--- src/rtl/nanprop_pkg.sv ---
package nanprop_pkg;

    // Operand class after inspection of exponent and fraction
    typedef enum logic [1:0] {
        CLS_NUM  = 2'd0,
        CLS_QNAN = 2'd1,
        CLS_SNAN = 2'd2
    } nan_cls_e;

    // Propagation rule codes; codes 5..7 fall back to RULE_SIG_AB
    typedef enum logic [2:0] {
        RULE_SIG_AB = 3'd0,
        RULE_SIG_BA = 3'd1,
        RULE_ANY_A  = 3'd2,
        RULE_ANY_B  = 3'd3,
        RULE_LARGE  = 3'd4
    } nan_rule_e;

endpackage

--- src/rtl/nanprop_classify.sv ---
module nanprop_classify
    import nanprop_pkg::*;
#(
    parameter int EXP_W  = 8,
    parameter int FRAC_W = 23
) (
    input  logic [EXP_W-1:0]  exp_i,
    input  logic [FRAC_W-1:0] frac_i,
    output nan_cls_e          cls_o
);
    logic exp_ones;
    logic frac_nz;
    logic quiet_bit;

    assign exp_ones  = &exp_i;
    assign frac_nz   = |frac_i;
    assign quiet_bit = frac_i[FRAC_W-1];

    always_comb begin
        if (!(exp_ones && frac_nz)) begin
            cls_o = CLS_NUM;
        end else if (quiet_bit) begin
            cls_o = CLS_QNAN;
        end else begin
            cls_o = CLS_SNAN;
        end
    end
endmodule

--- src/rtl/nanprop_pick.sv ---
module nanprop_pick
    import nanprop_pkg::*;
#(
    parameter int FRAC_W = 23
) (
    input  nan_cls_e          cls_a_i,
    input  nan_cls_e          cls_b_i,
    input  logic [FRAC_W-1:0] frac_a_i,
    input  logic [FRAC_W-1:0] frac_b_i,
    input  logic              sign_a_i,
    input  logic              sign_b_i,
    input  logic [2:0]        rule_i,
    output logic              pick_b_o
);
    logic a_s, a_q, b_s, b_q, a_nan, b_nan;
    logic a_larger;

    assign a_s   = (cls_a_i == CLS_SNAN);
    assign a_q   = (cls_a_i == CLS_QNAN);
    assign b_s   = (cls_b_i == CLS_SNAN);
    assign b_q   = (cls_b_i == CLS_QNAN);
    assign a_nan = a_s | a_q;
    assign b_nan = b_s | b_q;

    // Larger fraction wins; on a tie, positive a beats negative b
    assign a_larger = (frac_a_i > frac_b_i) ||
                      ((frac_a_i == frac_b_i) && !sign_a_i && sign_b_i);

    always_comb begin
        unique case (rule_i)
            RULE_SIG_BA: begin
                if (b_s)      pick_b_o = 1'b1;
                else if (a_s) pick_b_o = 1'b0;
                else          pick_b_o = b_q;
            end
            RULE_ANY_A: begin
                pick_b_o = !a_nan;
            end
            RULE_ANY_B: begin
                pick_b_o = b_nan;
            end
            RULE_LARGE: begin
                if (a_s) begin
                    pick_b_o = b_s ? !a_larger : b_q;
                end else if (a_q) begin
                    pick_b_o = b_q ? !a_larger : 1'b0;
                end else begin
                    pick_b_o = 1'b1;
                end
            end
            default: begin
                if (a_s)      pick_b_o = 1'b0;
                else if (b_s) pick_b_o = 1'b1;
                else          pick_b_o = !a_q;
            end
        endcase
    end
endmodule

--- src/rtl/nanprop_out.sv ---
module nanprop_out
    import nanprop_pkg::*;
#(
    parameter int EXP_W  = 8,
    parameter int FRAC_W = 23
) (
    input  logic [EXP_W+FRAC_W:0] opa_i,
    input  logic [EXP_W+FRAC_W:0] opb_i,
    input  logic                  pick_b_i,
    input  logic                  dflt_nan_i,
    output logic [EXP_W+FRAC_W:0] res_o
);
    localparam int WORD_W = 1 + EXP_W + FRAC_W;
    localparam logic [WORD_W-1:0] QBIT =
        {{(WORD_W-1){1'b0}}, 1'b1} << (FRAC_W - 1);
    localparam logic [WORD_W-1:0] DFLT =
        {1'b0, {EXP_W{1'b1}}, 1'b1, {(FRAC_W-1){1'b0}}};

    logic [WORD_W-1:0] chosen;

    assign chosen = pick_b_i ? opb_i : opa_i;

    always_comb begin
        if (dflt_nan_i) begin
            res_o = DFLT;
        end else begin
            res_o = chosen | QBIT;
        end
    end
endmodule

--- src/rtl/nanprop_sel.sv ---
module nanprop_sel
    import nanprop_pkg::*;
#(
    parameter int EXP_W  = 8,
    parameter int FRAC_W = 23
) (
    input  logic [EXP_W+FRAC_W:0] opa_i,
    input  logic [EXP_W+FRAC_W:0] opb_i,
    input  logic [2:0]            rule_i,
    input  logic                  dflt_nan_i,
    output logic [EXP_W+FRAC_W:0] res_o,
    output logic                  res_valid_o,
    output logic                  invalid_o
);
    localparam int WORD_W = 1 + EXP_W + FRAC_W;
    localparam int N_OPS  = 2;

    logic [N_OPS-1:0][WORD_W-1:0] ops;
    nan_cls_e                     cls [N_OPS];
    logic                         pick_b;

    assign ops = {opb_i, opa_i};

    for (genvar g = 0; g < N_OPS; g++) begin : g_cls
        nanprop_classify #(
            .EXP_W  (EXP_W),
            .FRAC_W (FRAC_W)
        ) u_classify (
            .exp_i  (ops[g][WORD_W-2:FRAC_W]),
            .frac_i (ops[g][FRAC_W-1:0]),
            .cls_o  (cls[g])
        );
    end

    nanprop_pick #(
        .FRAC_W (FRAC_W)
    ) u_pick (
        .cls_a_i  (cls[0]),
        .cls_b_i  (cls[1]),
        .frac_a_i (opa_i[FRAC_W-1:0]),
        .frac_b_i (opb_i[FRAC_W-1:0]),
        .sign_a_i (opa_i[WORD_W-1]),
        .sign_b_i (opb_i[WORD_W-1]),
        .rule_i   (rule_i),
        .pick_b_o (pick_b)
    );

    nanprop_out #(
        .EXP_W  (EXP_W),
        .FRAC_W (FRAC_W)
    ) u_out (
        .opa_i      (opa_i),
        .opb_i      (opb_i),
        .pick_b_i   (pick_b),
        .dflt_nan_i (dflt_nan_i),
        .res_o      (res_o)
    );

    assign res_valid_o = (cls[0] != CLS_NUM) || (cls[1] != CLS_NUM);
    assign invalid_o   = (cls[0] == CLS_SNAN) || (cls[1] == CLS_SNAN);
endmodule

--- config.mk ---
export PLATFORM = sky130hd
export DESIGN_NAME = nanprop_sel
export DESIGN_NICKNAME = d
export VERILOG_FILES = /design/src/rtl/nanprop_pkg.sv /design/src/rtl/nanprop_classify.sv /design/src/rtl/nanprop_pick.sv /design/src/rtl/nanprop_out.sv /design/src/rtl/nanprop_sel.sv
export SDC_FILE = /design/constraint.sdc
export NUM_CORES = 1
export LEC_CHECK = 0
export BUFFER_PORTS_ARGS = -buffer_cell sky130_fd_sc_hd__buf_2
export CAP_MARGIN = 20
export CORE_MARGIN = 2
export CORE_UTILIZATION = 49
export DETAILED_ROUTE_END_ITERATION = 10
export PLACE_DENSITY = 0.9
export SLEW_MARGIN = 20
export SYNTH_ARGS = -nofsm -noshare
export SYNTH_HDL_FRONTEND = slang
export SYNTH_SLANG_ARGS = --single-unit
--- constraint.sdc ---
create_clock -name vclk -period 4.2
set_input_delay 0.21 -clock vclk [all_inputs]
set_output_delay 0.21 -clock vclk [all_outputs]
set_load 0.01 [all_outputs]
==> flow_summary.ini, run 1 <==
[route]
viasPerCell = 5.35
drt-total-wl_um = 4670
drc_errors = 0
vias = 1978
drt-pass1-iter-count = 4
ant_nets = 0
drtIter0Drc = 109
routedWlPerCell_um = 12.6

[yosys]
yosysTopAreaCell = mux2i_1
synth_mux_area_share_pct = 19.2
yosys-top-cells-area = mux2i_1, nand2b_1, ha_1
yosys.area_share.simple_pct = 39.8
synthXorXnorAreaFrac_pct = 0.542
synth_cell_types = 37
synth_compound_area_share_pct = 11.5
synth_cells = 234
synth_top_family_by_area = simple AND/OR/NAND/NOR gates
synth.avg_cell_area_um2 = 6.91
synth_warnings = 0
synth_seq_area_share_pct = 0
yosysMostFrequentCell = nand2b_1
synth_top_area_share_pct = 19.2
synth-adder-area-share_pct = 17.8
synth_area_um2 = 1620
syn_nets = 325
synth_commonest_cells = nand2b_1, mux2i_1, inv_1

[sta]
setup_viol = 0
slew_headroom_pct = 50.0
fmax_mhz = 316
setup_ws_ns = 1.04
period_share_pct = 75.3
worstMarginPinSlew_ns = 0.751
rsz0062_at_grt = no
period_needed_ns = 3.16
hold_viol_final = 0
slew_violations = 0
fin_setup_tns_ns = 0

[flow_run]
drv_cap = 0

[min_path]
min_from = opb_i[22]
hold_depth = 3
hp-class = input port to output port
hold_end = invalid_o

[placement]
io_buffers = 101
dp_hpwl_um = 3990
dp_cells = 370
gp_congestion = 0.848
preCtsSetupSlack_ns = 1.07

[cells_and_area]
fin_nets = 419
n_antenna_cell = 0
nClkBuffers = 0
drive_gt1_share_pct = 32.2
seq_cell_count = 0
layoutNonFillerInstCount = 370
seq_area_um2 = 0
syn2layout_area_growth_pct = 30.7

[worst_setup_path]
required_ns = 3.99
crit_type = input port to output port
cpMaxStageDelayCell = or4_1
cpPeakStageDelay_ns = 0.59
crit_arrival_ns = 2.95
critPathTopFamily = simple AND/OR/NAND/NOR gates
cp_cell_sequence = buf_2 -> inv_1 -> ha_1 -> nand4_1 -> or4_1 -> a2111oi_0 -> or4_1 -> a31oi_1 -> a211oi_4 -> buf_4 -> mux2i_1 -> buf_2
crit_path_start_kind = input port
end_kind = output port
path_max_fanout = 17
cp.buffers_inverters = 4

[grt]
use_met3_pct = 1.68
gr-usage-met2_pct = 46.0
top_usage_layer = met2
met1_usage_pct = 32.8
grt.overflow.total = 0
grt_max_degree = 63
antenna_found_initial = 0
grt_pass1_wl_um = 7450
grt_pass1_vias = 1759
track_usage_pct = 25.2

[die]
start_util_pct = 52.1
die_h_um = 61.4
die_area_um2 = 3770
ios = 102
rows = 20
coreArea_um2 = 3100
die_w_um = 61.4

[power]
powerDensity_nw_per_um2 = 91.0
ir_worst_vdd_mv = 0.0486
total_power_mw = 0.192
leakagePower_nw = 1.24

[clocking]
post_cts_buffers = 0
hold_buffers = 0
cts_resized = 0

[run_status]
status = complete, no violations
## placed cells by master (no fill, tap or decap), types with 2 or more instances in the layout
cell and n:
o21ai_1 2, ha_1 23, buf_2 101, nand4_1 10, a221oi_1 2, or4_1 4
inv_1 26, nand3_1 3, mux2i_1 31, a21oi_1 8, nand2_1 8, nand2b_1 48
buf_4 2, nor4_1 9, o21ai_0 2, nor3_1 4, nor2_1 24
## cell type report
class / instances / area (um^2)
Fill cell: 278 / 990
Inverter: 26 / 97.6
Multi-Input combinational cell: 197 / 1440
Tap cell: 44 / 55.1
Timing Repair Buffer: 103 / 520
## how the worst max path moves through the flow
stage	start	endpoint	slack [ns]	depth (start not counted)
after detailed placement	opb_i[17]	res_o[9]	1.07	12
final	opb_i[17]	res_o[6]	1.04	12
after global placement	opb_i[17]	res_o[7]	1.25	12
after CTS	opb_i[17]	res_o[9]	1.05	12
after global routing	opb_i[17]	res_o[6]	0.75	12
after floorplan	opb_i[17]	res_o[0]	1.49	10
## where the power goes
group	total [mW]	internal, mW	switching, mW
Sequential	0	0	0
Clock	0	0	0
Combinational	0.192	0.0902	0.102
Total	0.192	0.0902	0.102
## metrics by stage
stage	cell area (um^2)	util (%)	hold WS [ns]
3_5_place_dp	2110	68.1	0.750
5_1_grt	2110	68.1	0.792
2_1_floorplan	1620	-	0.500
6_report	2110	68.1	0.758
3_3_place_gp	2110	68.1	0.747
4_1_cts	2110	68.1	0.752
## kinds of logic after synthesis
logic type	after synthesis
AO/OA/AOI/OAI	26
XOR/XNOR	1
adder cells (fa/ha/maj)	23
buffers and inverters	37
multiplexers	31
other	1
AND/OR/NAND/NOR	115
## layer usage
metal	wire length, um	share of wire [%]
met1	2040	44
met5	0	0
met3	267	5.7
met4	70	1.5
met2	2290	49
No activity file was read; power rests on OpenSTA's default activity.
==> run 2, diff against run 1 <==
--- a/config.mk
+++ b/config.mk
@@ -8,9 +8,9 @@
 export BUFFER_PORTS_ARGS = -buffer_cell sky130_fd_sc_hd__buf_2
 export CAP_MARGIN = 20
 export CORE_MARGIN = 2
-export CORE_UTILIZATION = 49
+export CORE_UTILIZATION = 41
 export DETAILED_ROUTE_END_ITERATION = 10
-export PLACE_DENSITY = 0.9
+export PLACE_DENSITY = 0.81
 export SLEW_MARGIN = 20
 export SYNTH_ARGS = -nofsm -noshare
 export SYNTH_HDL_FRONTEND = slang
==> constraint.sdc (replaced) <==
create_clock -name vclk -period 2.7
set_input_delay 0.135 -clock vclk [all_inputs]
set_output_delay 0.135 -clock vclk [all_outputs]
set_load 0.01 [all_outputs]
==> flow_summary.ini, run 2 (same netlist as run 1, synthesis figures left out) <==
[run_status]
status = finished with violations
violations = negative setup slack

[sta]
worstMarginPinSlew_ns = 0.786
period_share_pct = 101
hold_viol_final = 0
slew_headroom_pct = 47.6
setup_ws_ns = -0.0348
rsz0062_at_grt = yes
slew_violations = 0
fmax_mhz = 366
period_needed_ns = 2.73
hold_slack_ns = 0.613
setup_viol = 1

[route]
vias = 2288
drtIter0Drc = 172
ant_nets = 0
drt-pass1-iter-count = 4
drc_errors = 0
drt-total-wl_um = 6740
viasPerCell = 5.55
routedWlPerCell_um = 16.4

[grt]
track_usage_pct = 27.4
grt_pass1_wl_um = 9550
grt_max_degree = 63
top_usage_layer = met2
grt_pass1_vias = 2109
antenna_found_initial = 0
met1_usage_pct = 31.5
grt.overflow.total = 0
gr-usage-met2_pct = 52.1
use_met3_pct = 3.04

[die]
rows = 22
die_area_um2 = 4460
ios = 102
die_w_um = 66.8
coreArea_um2 = 3720
die_h_um = 66.8
start_util_pct = 43.5

[cells_and_area]
seq_area_um2 = 0
syn2layout_area_growth_pct = 74.6
drive_gt1_share_pct = 48.4
n_antenna_cell = 0
nClkBuffers = 0
final.fill_count = 265
layout_commonest_cell = buf_2
seq_cell_count = 0
fin_nets = 457
final_cell_mix = buf_2, nand2b_1, buf_4
multi_input_area_um2 = 1680

[power]
leakagePower_nw = 1.47
ir_worst_vdd_mv = 0.0892
powerDensity_nw_per_um2 = 154

[worst_setup_path]
crit_type = input port to output port
crit_arrival_ns = 2.60
required_ns = 2.57
end_kind = output port
path_max_fanout = 6
crit_path_start_kind = input port

[clocking]
hold_buffers = 0

[min_path]
hold_depth = 4
hold_end = res_o[7]
min_from = opb_i[7]
hp-class = input port to output port

[placement]
dp_hpwl_um = 4300
preCtsSetupSlack_ns = -0.140
gp_congestion = 0.853
io_buffers = 101

[flow_run]
drv_cap = 0
[run 2: area by class of cell]
class	count	area share (%)
Inverter	26	3.72
Multi-Input combinational cell	197	59.5
Timing Repair Buffer	141	34.7
Tap cell	48	2.13
[run 2: worst max path at each step]
stage | startpoint | end | slack, ns | depth (start not counted)
6_report | opb_i[7] | res_o[10] | -0.03 | 12
5_1_grt | opb_i[12] | res_o[10] | -0.14 | 16
4_1_cts | opa_i[7] | res_o[5] | 0.002 | 12
3_5_place_dp | opb_i[18] | res_o[5] | -0.14 | 12
3_3_place_gp | opb_i[13] | res_o[19] | -0.02 | 12
2_1_floorplan | opb_i[17] | res_o[0] | 0.14 | 10
[run 2: where the power goes]
group | internal [mW] | leakage, nW | switching, mW
Clock | 0 | 0 | 0
Combinational | 0.226 | 1.47 | 0.210
Sequential | 0 | 0 | 0
Total | 0.226 | 1.47 | 0.210
[run 2: repair_timing]
action / in CTS / in global routing
resized for setup: 52 / 20
pin swaps: 16 / 9
buffers inserted: 11 / 0
gates cloned: 2 / 0
setup endpoints to repair: 31 / 31
[run 2: critical path: stages]
cell and delay [ns]:
buf_6 0.08, inv_1 0.06, ha_4 0.26, nand4_1 0.09
or4_4 0.58, a2111oi_4 0.19, or4_4 0.18, a31oi_4 0.04
a211oi_4 0.25, buf_4 0.23, mux2i_1 0.29, buf_2 0.21
[run 2: per-layer routing]
layer	routed length, um	up-vias	share of wire (%)
li1	-	1083	-
met2	3380	125	50
met5	0	-	0
met3	453	23	6.7
met4	294	0	4.4
met1	2620	1057	39
[run 2: stage by stage]
step	cells	setup TNS [ns]	instance area (um^2)	total power [mW]	utilization (%)
floorplan	234	0	1620	0.174	-
global placement	403	-0.0799	2350	0.330	63.2
detailed placement	403	-3.30	2350	0.337	63.2
CTS	414	0	2750	0.401	74.0
global route	412	-1.25	2820	0.471	76.0
finish	412	-0.0348	2820	0.436	76.0
==> run 3, diff against run 2 <==
==> constraint.sdc (replaced) <==
create_clock -name vclk -period 2.7
set_input_delay 0.54 -clock vclk [all_inputs]
set_output_delay 0.54 -clock vclk [all_outputs]
set_load 0.01 [all_outputs]
==> flow_summary.ini, run 3 (same netlist as run 1, synthesis figures left out) <==
[route]
vias = 2598
drtIter0Drc = 208
viasPerCell = 5.88
routedWlPerCell_um = 19.2
drt-pass1-iter-count = 5
drt-total-wl_um = 8480
ant_nets = 0
drc_errors = 0

[worst_setup_path]
cp.buffers_inverters = 4
required_ns = 2.16
end_kind = output port
critPathTopFamily = simple AND/OR/NAND/NOR gates
cp_cell_sequence = buf_2 -> inv_1 -> ha_1 -> nand4_1 -> or4_4 -> a2111oi_4 -> or4_4 -> a31oi_4 -> a211oi_4 -> buf_4 -> mux2i_1 -> buf_2
path_max_fanout = 8
crit_path_start_kind = input port
cpMaxStageDelayCell = or4_4
crit_arrival_ns = 3.23
crit_type = input port to output port
worst-path-stages = 12
cpPeakStageDelay_ns = 0.53

[placement]
dp_cells = 430
dp_hpwl_um = 5130
dpl_cell_area_um2 = 2840
gp_congestion = 0.879
io_buffers = 101

[die]
die_w_um = 66.8
die_h_um = 66.8
start_util_pct = 43.5
ios = 102
die_area_um2 = 4460
rows = 22
coreArea_um2 = 3720

[sta]
hold_viol_final = 0
worstMarginPinSlew_ns = 0.708
period_needed_ns = 3.77
slew_headroom_pct = 52.8
period_share_pct = 140
hold_slack_ns = 1.44
rsz0062_at_grt = yes
setup_ws_ns = -1.07
slew_violations = 0
fmax_mhz = 265
setup_viol = 31

[run_status]
status = finished with violations
violations = negative setup slack

[power]
ir_worst_vdd_mv = 0.110
powerDensity_nw_per_um2 = 165
total_power_mw = 0.527
leakagePower_nw = 1.57

[grt]
track_usage_pct = 35.6
grt_max_degree = 54
grt.overflow.total = 0
grt_pass1_vias = 2661
antenna_found_initial = 0
grt_pass1_wl_um = 12300

[cells_and_area]
fin_nets = 487
seq_area_um2 = 0
syn2layout_area_growth_pct = 97.8
n_antenna_cell = 0
final_cell_area_um2 = 3200
seq_cell_count = 0
drive_gt1_share_pct = 57.1
final_cell_mix = buf_2, buf_4, nand2b_1
layoutNonFillerInstCount = 442
nClkBuffers = 0
layout_commonest_cell = buf_2

[min_path]
hold_depth = 4
hp-class = input port to output port

[flow_run]
drv_cap = 0

[clocking]
hold_buffers = 0
-- run 3: changes by cell type in the layout (fill, tap and decap cells not counted), sizes merged --
cell / delta
buf: +30
-- run 3: worst paths after layout --
path | from | to | slack, ns
setup / recovery | opb_i[19] | res_o[28] | -1.07
hold / removal | opa_i[31] | res_o[31] | 1.44
-- run 3: layer usage --
| metal | vias to the layer above | wire [um] | track usage (%) |
|---|---|---|---|
| met5 | - | 0 | 0 |
| met4 | 0 | 586 | 17.9 |
| met3 | 62 | 685 | 5.57 |
| met2 | 183 | 4140 | 65.6 |
| met1 | 1206 | 3070 | 38.9 |
| li1 | 1147 | - | - |
-- run 3: per-stage QoR --
| step | utilization (%) | setup WS [ns] | TNS, ns |
|---|---|---|---|
| floorplan | - | -0.606 | -18.42 |
| global placement | 76.4 | -0.942 | -27.95 |
| detailed placement | 76.4 | -1.04 | -30.53 |
| CTS | 85.5 | -0.782 | -22.83 |
| global route | 86.1 | -1.13 | -31.04 |
| finish | 86.1 | -1.07 | -28.51 |
-- run 3: where the power goes --
group          internal, mW  switching [mW]  leakage, nW
Clock                     0               0            0
Combinational         0.276           0.252         1.57
Sequential                0               0            0
Total                 0.276           0.252         1.57
-- run 3: area by class of cell --
type                       instances  area, um^2
inverter                          26         120
timing repair buffer             171        1190
multi-input combinational        197        1830
fill                             190         518
tap                               48        60.1
-- run 3: what timing repair did --
item	CTS	global route
resized for setup	46	11
pin swaps	4	3
setup buffers	9	4
setup endpoints to repair	31	33
gates cloned	2	0
